[src/rtl/twm_pkg.sv]
// Shared types for the two-wire memory slave.
package twm_pkg;

    // Protocol phase of the slave controller.
    typedef enum logic [2:0] {
        ST_IDLE   = 3'd0,  // waiting for a start condition
        ST_DEVADR = 3'd1,  // receiving the address byte
        ST_ACKA   = 3'd2,  // acknowledging the address byte
        ST_WADR   = 3'd3,  // receiving the word address
        ST_ACKW   = 3'd4,  // acknowledging a word address or data byte
        ST_WDATA  = 3'd5,  // receiving a write data byte
        ST_RDATA  = 3'd6,  // sending a read data byte
        ST_RACK   = 3'd7   // sampling master acknowledge; reused as hold
    } state_t;

endpackage

[src/rtl/twm_line_sync.sv]
// Synchronizes the bus clock and data lines into the system clock domain
// and derives clock edges and start/stop events from the synchronized
// samples. Assumes the bus is idle-high and the system clock is at least
// several times faster than the bus clock.
module twm_line_sync #(
    parameter int STAGES = 2
) (
    input  logic clk,
    input  logic rst_n,
    input  logic scl_i,
    input  logic sda_i,
    output logic scl_s,
    output logic sda_s,
    output logic scl_rise,
    output logic scl_fall,
    output logic start_ev,
    output logic stop_ev
);
    logic [1:0] raw;
    logic [1:0] synced;
    logic       scl_q, sda_q;

    assign raw = {scl_i, sda_i};

    for (genvar g = 0; g < 2; g++) begin : g_line
        logic [STAGES-1:0] chain;
        // Metastability chain for one bus line, reset to the idle-high level.
        always_ff @(posedge clk) begin
            if (!rst_n) chain <= '1;
            else        chain <= {chain[STAGES-2:0], raw[g]};
        end
        assign synced[g] = chain[STAGES-1];
    end

    assign scl_s = synced[1];
    assign sda_s = synced[0];

    // Previous synchronized sample of both lines for edge detection.
    always_ff @(posedge clk) begin
        if (!rst_n) begin
            scl_q <= 1'b1;
            sda_q <= 1'b1;
        end else begin
            scl_q <= scl_s;
            sda_q <= sda_s;
        end
    end

    assign scl_rise = scl_s & ~scl_q;
    assign scl_fall = ~scl_s & scl_q;
    assign start_ev = scl_s & scl_q & sda_q & ~sda_s;
    assign stop_ev  = scl_s & scl_q & ~sda_q & sda_s;

endmodule

[src/rtl/twm_addr_ctr.sv]
// Memory address register: the high bit and the low bits load separately
// from the two address bytes, and the whole register increments with
// natural wrap. Assumes no load and increment in the same cycle.
module twm_addr_ctr #(
    parameter int ADDR_W = 9
) (
    input  logic              clk,
    input  logic              rst_n,
    input  logic              ld_hi,
    input  logic              hi_bit,
    input  logic              ld_lo,
    input  logic [ADDR_W-2:0] lo_bits,
    input  logic              inc,
    output logic [ADDR_W-1:0] addr
);
    // Load or advance the address.
    always_ff @(posedge clk) begin
        if (!rst_n) begin
            addr <= '0;
        end else if (inc) begin
            addr <= addr + 1'b1;
        end else begin
            if (ld_hi) addr[ADDR_W-1]   <= hi_bit;
            if (ld_lo) addr[ADDR_W-2:0] <= lo_bits;
        end
    end

endmodule

[src/rtl/twm_slave.sv]
// Two-wire bus slave for a 512-byte memory. Receives the address byte,
// matches the device type and straps, handles word address, write data
// handoff and sequential reads with master acknowledge. Assumes a
// combinational memory read port and a bus clock far slower than clk.
module twm_slave #(
    parameter int         DATA_W      = 8,
    parameter int         SYNC_STAGES = 2,
    parameter logic [3:0] DEV_TYPE    = 4'b1010,
    localparam int        ADDR_W      = DATA_W + 1,
    localparam int        CNT_W       = $clog2(DATA_W)
) (
    input  logic              clk,
    input  logic              rst_n,
    input  logic              scl_i,
    input  logic              sda_i,
    output logic              sda_pull_o,
    input  logic [1:0]        strap_i,
    output logic [ADDR_W-1:0] rd_addr_o,
    input  logic [DATA_W-1:0] rd_data_i,
    output logic              wr_valid_o,
    output logic [ADDR_W-1:0] wr_addr_o,
    output logic [DATA_W-1:0] wr_data_o
);
    import twm_pkg::*;

    logic scl_s, sda_s, scl_rise, scl_fall, start_ev, stop_ev;
    state_t            st;
    logic [CNT_W-1:0]  bcnt;
    logic              bdone;
    logic [DATA_W-1:0] sh, tx;
    logic              rw, mack, pull, hold;
    logic              ld_hi, ld_lo, inc, match;
    logic [ADDR_W-1:0] addr;

    twm_line_sync #(.STAGES(SYNC_STAGES)) u_sync (
        .clk(clk), .rst_n(rst_n), .scl_i(scl_i), .sda_i(sda_i),
        .scl_s(scl_s), .sda_s(sda_s), .scl_rise(scl_rise),
        .scl_fall(scl_fall), .start_ev(start_ev), .stop_ev(stop_ev)
    );

    // Address byte compare against device type and straps.
    assign match = (sh[DATA_W-1:DATA_W-4] == DEV_TYPE) && (sh[3:2] == strap_i);

    // Address counter controls, all at the clock fall closing a byte.
    always_comb begin
        ld_hi = scl_fall && bdone && !start_ev && !stop_ev && (st == ST_DEVADR) && match;
        ld_lo = scl_fall && bdone && !start_ev && !stop_ev && (st == ST_WADR);
        inc   = scl_fall && bdone && !start_ev && !stop_ev &&
                ((st == ST_WDATA) || (st == ST_RDATA));
    end

    twm_addr_ctr #(.ADDR_W(ADDR_W)) u_addr (
        .clk(clk), .rst_n(rst_n), .ld_hi(ld_hi), .hi_bit(sh[1]),
        .ld_lo(ld_lo), .lo_bits(sh), .inc(inc), .addr(addr)
    );

    assign rd_addr_o  = addr;
    assign sda_pull_o = pull;

    // Protocol sequencer: bit reception, acknowledge and read data drive.
    always_ff @(posedge clk) begin
        if (!rst_n) begin
            st <= ST_IDLE; bcnt <= '0; bdone <= 1'b0; sh <= '0; tx <= '0;
            rw <= 1'b0; mack <= 1'b0; pull <= 1'b0; hold <= 1'b0;
            wr_valid_o <= 1'b0; wr_addr_o <= '0; wr_data_o <= '0;
        end else begin
            wr_valid_o <= 1'b0;
            if (start_ev) begin
                st <= ST_DEVADR; bcnt <= '0; bdone <= 1'b0; pull <= 1'b0; hold <= 1'b0;
            end else if (stop_ev) begin
                st <= ST_IDLE; bdone <= 1'b0; pull <= 1'b0; hold <= 1'b0;
            end else if (scl_rise) begin
                case (st)
                    ST_DEVADR, ST_WADR, ST_WDATA: begin
                        sh    <= {sh[DATA_W-2:0], sda_s};
                        bcnt  <= bcnt + 1'b1;
                        bdone <= (bcnt == CNT_W'(DATA_W - 1));
                    end
                    ST_RDATA: begin
                        bcnt  <= bcnt + 1'b1;
                        bdone <= (bcnt == CNT_W'(DATA_W - 1));
                    end
                    ST_RACK:  mack <= !sda_s && !hold;
                    default: ;
                endcase
            end else if (scl_fall) begin
                case (st)
                    ST_DEVADR: if (bdone) begin
                        bdone <= 1'b0;
                        if (match) begin
                            rw <= sh[0]; pull <= 1'b1; st <= ST_ACKA;
                        end else begin
                            st <= ST_IDLE;
                        end
                    end
                    ST_WADR: if (bdone) begin
                        bdone <= 1'b0; pull <= 1'b1; st <= ST_ACKW;
                    end
                    ST_WDATA: if (bdone) begin
                        bdone <= 1'b0; pull <= 1'b1; st <= ST_ACKW;
                        wr_valid_o <= 1'b1; wr_addr_o <= addr; wr_data_o <= sh;
                    end
                    ST_ACKA: begin
                        bcnt <= '0;
                        if (rw) begin
                            tx <= rd_data_i; pull <= !rd_data_i[DATA_W-1]; st <= ST_RDATA;
                        end else begin
                            pull <= 1'b0; st <= ST_WADR;
                        end
                    end
                    ST_ACKW: begin
                        bcnt <= '0; pull <= 1'b0; st <= ST_WDATA;
                    end
                    ST_RDATA: begin
                        if (bdone) begin
                            bdone <= 1'b0; pull <= 1'b0; st <= ST_RACK; mack <= 1'b0;
                        end else begin
                            tx   <= {tx[DATA_W-2:0], 1'b0};
                            pull <= !tx[DATA_W-2];
                        end
                    end
                    ST_RACK: begin
                        bcnt <= '0;
                        if (mack) begin
                            tx <= rd_data_i; pull <= !rd_data_i[DATA_W-1]; st <= ST_RDATA;
                        end else begin
                            pull <= 1'b0; hold <= 1'b1;
                        end
                    end
                    default: ;
                endcase
            end
        end
    end

endmodule

[config.mk]
export PLATFORM = sky130hd
export DESIGN_NAME = twm_slave
export DESIGN_NICKNAME = d
export VERILOG_FILES = /design/src/rtl/twm_pkg.sv /design/src/rtl/twm_line_sync.sv /design/src/rtl/twm_addr_ctr.sv /design/src/rtl/twm_slave.sv
export SDC_FILE = /design/constraint.sdc
export NUM_CORES = 1
export LEC_CHECK = 0
export ABC_CLOCK_PERIOD_IN_PS = 1900
export BUFFER_PORTS_ARGS = -buffer_cell sky130_fd_sc_hd__buf_2
export CORE_MARGIN = 5
export CORE_UTILIZATION = 55
export CTS_BUF_LIST = sky130_fd_sc_hd__clkbuf_8 sky130_fd_sc_hd__clkbuf_16
export DETAILED_ROUTE_END_ITERATION = 6
export PLACE_DENSITY = 0.86
export SLEW_MARGIN = 20
export SYNTH_ARGS = -nofsm -noshare
export SYNTH_HDL_FRONTEND = slang
export SYNTH_SLANG_ARGS = --single-unit
[constraint.sdc]
create_clock -name clk -period 1.9 [get_ports clk]
set_input_delay 0.38 -clock clk [delete_from_list [all_inputs] [get_ports clk]]
set_output_delay 0.38 -clock clk [all_outputs]
set_load 0.005 [all_outputs]
---- Yosys cells after proc, flatten, opt, wreduce, memory -nomap -nowiden ----
Cells that the tools add are included.
storage, ports and cells
  flip-flop bits (word level) ............. 59
  input port bits ......................... 14
  word-level logic and storage cells ...... 147
operators by class
  add/subtract/negate cells ............... 2
  eq/ne operators ......................... 25
  muxes and demuxes ....................... 39
  bitwise operators ....................... 18
  reductions and logical operators ........ 44
operator list
  operator                                        count
  2-to-1 mux 3 bit                                9
  2-to-1 mux 1 bit                                21
  2-to-1 mux 7 bit                                3
  case mux 7 bit (3 select lines)                 1
  AND reduction 7 bit                             3
  case mux 3 bit (6 select lines)                 1
  AND reduction 6 bit                             3
  != test 2 bit (second input constant)           8
  == test 3 bit (second input constant)           5
  != test 4 bit (second input constant)           3
  AND reduction 4 bit                             3
  nonzero test 2 bit                              6
  inverter 1 bit                                  11
  adder 9 x 1 -> 9 bit (second input constant)    1
  logical AND 1 bit                               9
  2-to-1 mux 9 bit                                1
  OR reduction 3 bit                              3
  2-to-1 mux 8 bit                                1
  AND reduction 8 bit                             1
  nonzero test 8 bit                              1
  bitwise AND 1 bit                               7
  == test 3 x 2 -> 1 bit (second input constant)  2
  zero test 1 bit                                 6
  case mux 1 bit (6 select lines)                 1
  15 further kinds                                18

---- Logic depth before layout (Yosys ltp) ----
  depth after elaboration ................. 10
  gate-level depth with buffers ........... 7

---- Modules after synthesis ----
A second synthesis with hierarchy kept.
unflattened totals
  cells, all modules ...................... 306
  area, all modules ....................... 2771.4 um2
modules (own cells, without submodules)
  module         instances  cells an instance  area each (um2)  seq. area each (um2)
  twm_slave      1          230                2078.2           880.8
  twm_addr_ctr   1          60                 503.0            180.2
  twm_line_sync  1          16                 190.2            120.1

---- Least setup slack after synthesis ----
No wires, ideal clock.
  kind .................................... reg-to-reg
  from .................................... register u_sync.scl_q
  to ...................................... register mack
  library setup time ...................... 0.128 ns
  arrival time ............................ 1.579 ns
  data required time ...................... 1.772 ns
  slack ................................... 0.194 ns
  cell stages (with the launch flop) ...... 8
  clock period less this slack ............ 1.706 ns
  cells stage by stage .................... dfxtp_1 -> inv_1 -> ha_1 -> buf_2 -> or3b_1 -> a221oi_2 -> mux2i_1 -> nor2_1
between the ends
  longest elaborated chain between the ends .. 5
  elaborated cells between the ends (all ways) .. 16
ends and longest elaborated chain
  element                                            RTL line                                  source
  start, declared                                    twm_line_sync.sv:21                       logic scl_q, sda_q;
  start signal, assigned                             twm_line_sync.sv:44                       scl_q <= scl_s;
  bitwise AND 1 bit                                  twm_line_sync.sv:51, twm_line_sync.sv:52
  bitwise AND 1 bit (on tied branches) (2 in a row)  twm_line_sync.sv:52, twm_line_sync.sv:51
  inverter 1 bit (no source line)                    --
  AND reduction 6 bit (no source line)               --
  end signal, assigned                               twm_slave.sv:83                           ST_RACK: mack <= !sda_s && !hold;
  end, declared                                      twm_slave.sv:31                           logic rw, mack, pull, hold;
Parallel ways exist; a longest one is shown, timed or not.
A chain may end at the register's enable or synchronous reset.

---- Worst setup path in the final report ----
  from .................................... register u_sync.g_line[1].chain[1]
  to ...................................... register st[1]
between the ends
  longest elaborated chain between the ends .. 4
  elaborated cells between the ends (all ways) .. 11
ends and longest elaborated chain
  element                                            RTL line                                  source
  start, declared                                    twm_line_sync.sv:26                       logic [STAGES-1:0] chain;
  start signal, assigned                             twm_line_sync.sv:30                       else chain <= {chain[STAGES-2:0], raw[g]};
  bitwise AND 1 bit                                  twm_line_sync.sv:51, twm_line_sync.sv:52
  bitwise AND 1 bit (on tied branches) (2 in a row)  twm_line_sync.sv:51, twm_line_sync.sv:52
  OR reduction 3 bit (no source line)                --
  end signal, assigned                               twm_slave.sv:63                           st <= ST_IDLE; bcnt <= '0; bdone <= 1'b0; sh <= '0; tx <= '0;
  end signal, assigned                               twm_slave.sv:69                           st <= ST_DEVADR; bcnt <= '0; bdone <= 1'b0; pull <= 1'b0; hold <= 1'b0;
  end signal, assigned                               twm_slave.sv:71                           st <= ST_IDLE; bdone <= 1'b0; pull <= 1'b0; hold <= 1'b0;
  end, declared                                      twm_slave.sv:27                           state_t st;
Parallel ways exist; a longest one is shown, timed or not.

==> results.txt <==
----------------------------------------------------
[Timing]
  Maximum operating frequency ... 560 MHz
  Unrepaired setup endpoints after global routing ... no
  Clock period minus worst slack ... 1.78 ns
  # setup viols final ... 0
  Slew at the pin closest to its max-slew limit ... 0.436 ns
  Final worst clock skew ... 0.0105 ns
  Final setup TNS ... 0 ns
  Total count of max-transition violations in the final report ... 0
  Relative max-transition margin ... 70.8%
  Final number of hold-violating endpoints ... 0
  Fin crit share ... 93.9%

[Routing]
  Pre-Repair DR Iteration Count ... 5
  Total via count in the routed design ... 2834
  Avg Vias per Cell ... 6.00
  Routed len/inst ... 16.6 um
  DR iter-0 viols ... 316
  Number of remaining DRC errors ... 0
  Total Routed Length ... 7.84 mm
  Number of nets with antenna violations after routing ... 0

[Placement]
  Weighted congestion at the end of routability-driven global placement ... 0.943
  Buffers on Ports ... 41
  HPWL reported at the end of detailed placement ... 5.66 mm

[Critical path]
  Worst setup path startpoint ... u_sync.g_line[1].chain[1]
  Critical path type ... flip-flop to flip-flop
  Data required time of the worst path ... 2.16 ns
  Slowest CP cell ... sky130_fd_sc_hd__or4_1
  Critical path capture point ... st[1]
  Critical Path Source Type ... flip-flop
  FF-to-FF setup slack ... 0.12 ns
  Cell-by-cell trace of the critical path ... inv_1 > ha_1 > nor2b_1 > o211ai_1 > or4_1 > a21oi_1
  Type of destination of the critical path ... flip-flop
  Highest net fanout along the worst path ... 4
  Critical path's largest stage delay ... 0.41 ns
  CP top delay family ... simple AND/OR/NAND/NOR gates
  Number of buffer and inverter stages on the critical path ... 1
  Launching point of the worst reg2reg path ... u_sync.g_line[1].chain[1]
  Critical path data arrival time ... 2.05 ns
  Logic depth of the worst register-to-register path ... 6
  Endpoint of the most critical register-to-register path ... st[1]
  Crit path depth ... 6

[Die]
  Floorplan core area ... 0.00554 mm2
  Total number of placement rows ... 27
  Width of the chip ... 85.8 um
  Starting density of the core ... 57.1%
  Vert. Die Dim ... 85.8 um
  Full die area ... 0.00737 mm2
  Top-level I/O count ... 42

[Yosys]
  Post-synthesis cell area ... 0.00316 mm2
  Count of flip-flops with a built-in enable after synthesis ... 0
  Yosys warning total ... 0
  Most common cell in the netlist ... sky130_fd_sc_hd__dfxtp_1
  Cell type contributing the most total cell area after synthesis ... sky130_fd_sc_hd__dfxtp_1
  Synthesized net count ... 364
  Fraction of the yosys area taken by sequential cells ... 37.4%
  Number of flip-flops and latches in the synthesized netlist ... 59
  Share of synthesized flip-flops with an asynchronous set or reset ... 0%
  Top cells by area, synth ... sky130_fd_sc_hd__dfxtp_1, sky130_fd_sc_hd__mux2i_1, sky130_fd_sc_hd__nor2_1
  Syn avg cell area ... 9.22 um2
  Number of standard cells after synthesis ... 343
  Number of distinct library cell variants in the gate-level netlist after synthesis ... 64
  Main flop type after synthesis ... sky130_fd_sc_hd__dfxtp_1
  Top-area cell type share of the netlist area ... 37.4%
  Commonest cells in the synthesized netlist ... sky130_fd_sc_hd__dfxtp_1, sky130_fd_sc_hd__nor2_1, sky130_fd_sc_hd__mux2i_1, sky130_fd_sc_hd__nand2_1, sky130_fd_sc_hd__a21oi_1

[Flow run]
  Max-cap violation count ... 0

[Power and ir drop]
  Total power of the final layout ... 2.51 mW
  Worst supply voltage drop on vdd ... 0.853 mV
  Reported leakage power ... 1.54 nW
  Pwr Density ... 672 mW/mm2

[CTS]
  Num CTS Buffers ... 9
  Post-CTS setup buffers ... 0
  Register clock-pin slew on the reported worst setup and hold paths ... 0.07 ns
  Post-cts sizing count ... 0
  Number of H-tree levels ... 3
  Clock tree from TritonCTS ... done
  Clock latency at the later pin of the worst-skew pair ... 0.35 ns
  Buffer depth of the longest clock path ... 2
  Hold-fix buffer count after cts ... 0
  Clock Tree Root ... sky130_fd_sc_hd__clkbuf_8
  Count of clock tree sinks ... 59

[GRT]
  Remaining global-route overflow ... 0
  Global-route wire length before repair ... 13.0 mm
  Pin count of the biggest net entering global routing ... 24
  All-layer global routing usage ... 21.9%
  Antenna violations before repair ... 0
  Number of global-route vias before repair ... 2712

[Layout]
  Synthesis-to-finish area growth ... 17.9%
  Number of nets in the layout ... 416
  Filler Cell Count ... 456
  Fraction of final layout cells with drive strength greater than 1 ... 27.0%
  Final antenna diode count ... 0

[Worst hold path]
  Hold Path Class ... primary input to flip-flop

[Run status]
  Status ... finished, final reports clean

----------------------------------------------------
worst min-delay path by stage:
| stage | start | to | slack [ns] | depth (start not counted) |
|---|---|---|---|---|
| 2_1_floorplan | u_sync.g_line[0].chain[0] | u_sync.g_line[0].chain[1] | 0.39 | 1 |
| 3_5_place_dp | u_sync.g_line[1].chain[0] | u_sync.g_line[1].chain[1] | 0.40 | 1 |
| 6_report | sda_i | u_sync.g_line[0].chain[0] | 0.21 | 2 |
| 3_3_place_gp | u_sync.g_line[1].chain[0] | u_sync.g_line[1].chain[1] | 0.39 | 1 |
| 4_1_cts | sda_i | u_sync.g_line[0].chain[0] | 0.20 | 2 |
| 5_1_grt | sda_i | u_sync.g_line[0].chain[0] | 0.21 | 2 |
cells by family after synthesis:
logic type,after synthesis,synth area share [%]
fa+ha+maj,7,2.77
buf+inv,33,5.74
mux,32,10.1
simple gates,128,20.9
xor+xnor,7,3.13
flops,59,37.4
compound gates,77,20.0
routing by layer:
| metal | up-vias | part of all wire [%] | GRT usage (%) |
|---|---|---|---|
| met2 | 119 | 48 | 35.0 |
| met3 | 19 | 7.0 | 4.03 |
| li1 | 1366 | - | - |
| met5 | - | 0 | 0 |
| met1 | 1330 | 44 | 28.9 |
| met4 | 0 | 1.9 | 9.64 |
worst reg2reg max path, stage by stage, from the launching register on:
cell	delay [ns]
sky130_fd_sc_hd__dfxtp_1	0.34
sky130_fd_sc_hd__inv_1	0.11
sky130_fd_sc_hd__ha_1	0.24
sky130_fd_sc_hd__nor2b_1	0.28
sky130_fd_sc_hd__o211ai_1	0.15
sky130_fd_sc_hd__or4_1	0.41
sky130_fd_sc_hd__a21oi_1	0.16
cell usage in the layout, fill, tap and decap left out, types with 2 or more instances in the layout:
cell / count
sky130_fd_sc_hd__buf_2: 41
sky130_fd_sc_hd__dfxtp_1: 56
sky130_fd_sc_hd__nand2b_1: 10
sky130_fd_sc_hd__a211o_1: 2
sky130_fd_sc_hd__buf_12: 2
sky130_fd_sc_hd__mux2i_1: 32
sky130_fd_sc_hd__a311oi_1: 8
sky130_fd_sc_hd__or3b_2: 2
sky130_fd_sc_hd__and3b_1: 2
sky130_fd_sc_hd__nand2_1: 21
sky130_fd_sc_hd__and4_1: 2
sky130_fd_sc_hd__a41oi_1: 3
sky130_fd_sc_hd__dfxtp_2: 3
sky130_fd_sc_hd__buf_4: 22
sky130_fd_sc_hd__ha_2: 2
sky130_fd_sc_hd__inv_6: 2
sky130_fd_sc_hd__o221a_2: 4
sky130_fd_sc_hd__ha_1: 5
sky130_fd_sc_hd__a211oi_1: 6
sky130_fd_sc_hd__nor2_1: 40
sky130_fd_sc_hd__xnor2_1: 5
sky130_fd_sc_hd__xor2_4: 2
sky130_fd_sc_hd__a211oi_4: 3
sky130_fd_sc_hd__and2_1: 2
sky130_fd_sc_hd__o211ai_1: 2
sky130_fd_sc_hd__or3_1: 3
sky130_fd_sc_hd__nand3_1: 18
sky130_fd_sc_hd__nand4_1: 6
sky130_fd_sc_hd__nand3b_1: 2
sky130_fd_sc_hd__o31ai_1: 2
sky130_fd_sc_hd__clkinvlp_4: 2
sky130_fd_sc_hd__a21o_1: 3
sky130_fd_sc_hd__nor2b_1: 4
sky130_fd_sc_hd__o21ai_0: 7
sky130_fd_sc_hd__clkbuf_8: 9
sky130_fd_sc_hd__a22oi_1: 2
sky130_fd_sc_hd__a21oi_1: 18
sky130_fd_sc_hd__nor3_1: 4
sky130_fd_sc_hd__inv_1: 9
registers in the layout (all words and copies together), names as in the netlist:
name / count
bcnt: 3
bdone: 1
hold: 1
mack: 1
rw: 1
sda_pull_o: 1
sh: 8
st: 3
tx: 7
u_addr.addr: 9
u_sync.g_line.chain: 4
u_sync.scl_q: 1
u_sync.sda_q: 1
wr_addr_o: 9
wr_data_o: 8
wr_valid_o: 1
metrics by stage:
stage	hold WS, ns	std cells	cell area [um2]	worst slack (ns)	util [%]
CTS	0.204	472	3710	0.0128	67.1
finish	0.206	472	3730	0.115	67.3
global route	0.210	472	3730	0.0101	67.3
global placement	0.391	456	3510	0.142	63.4
detailed placement	0.397	456	3510	0.0725	63.4
floorplan	0.386	343	3160	0.194	-
cell type report:
type                            instances  area, um2  share of cell area [%]
Tap cell                               72       90.1                    2.42
Clock buffer                            9        124                    3.32
Clock inverter                          7       76.3                    2.05
Sequential cell                        59       1180                    31.8
Multi-Input combinational cell        251       1810                    48.5
Timing Repair Buffer                   65        410                    11.0
Inverter                                9       33.8                   0.906
power by group:
| part | leakage (nW) | total [mW] | internal [mW] | switching, mW |
|---|---|---|---|---|
| Combinational | 0.962 | 0.105 | 0.0411 | 0.0639 |
| Sequential | 0.478 | 1.25 | 1.24 | 0.00527 |
| Clock | 0.0962 | 1.15 | 0.613 | 0.541 |
(Power assumes the default switching activity.)
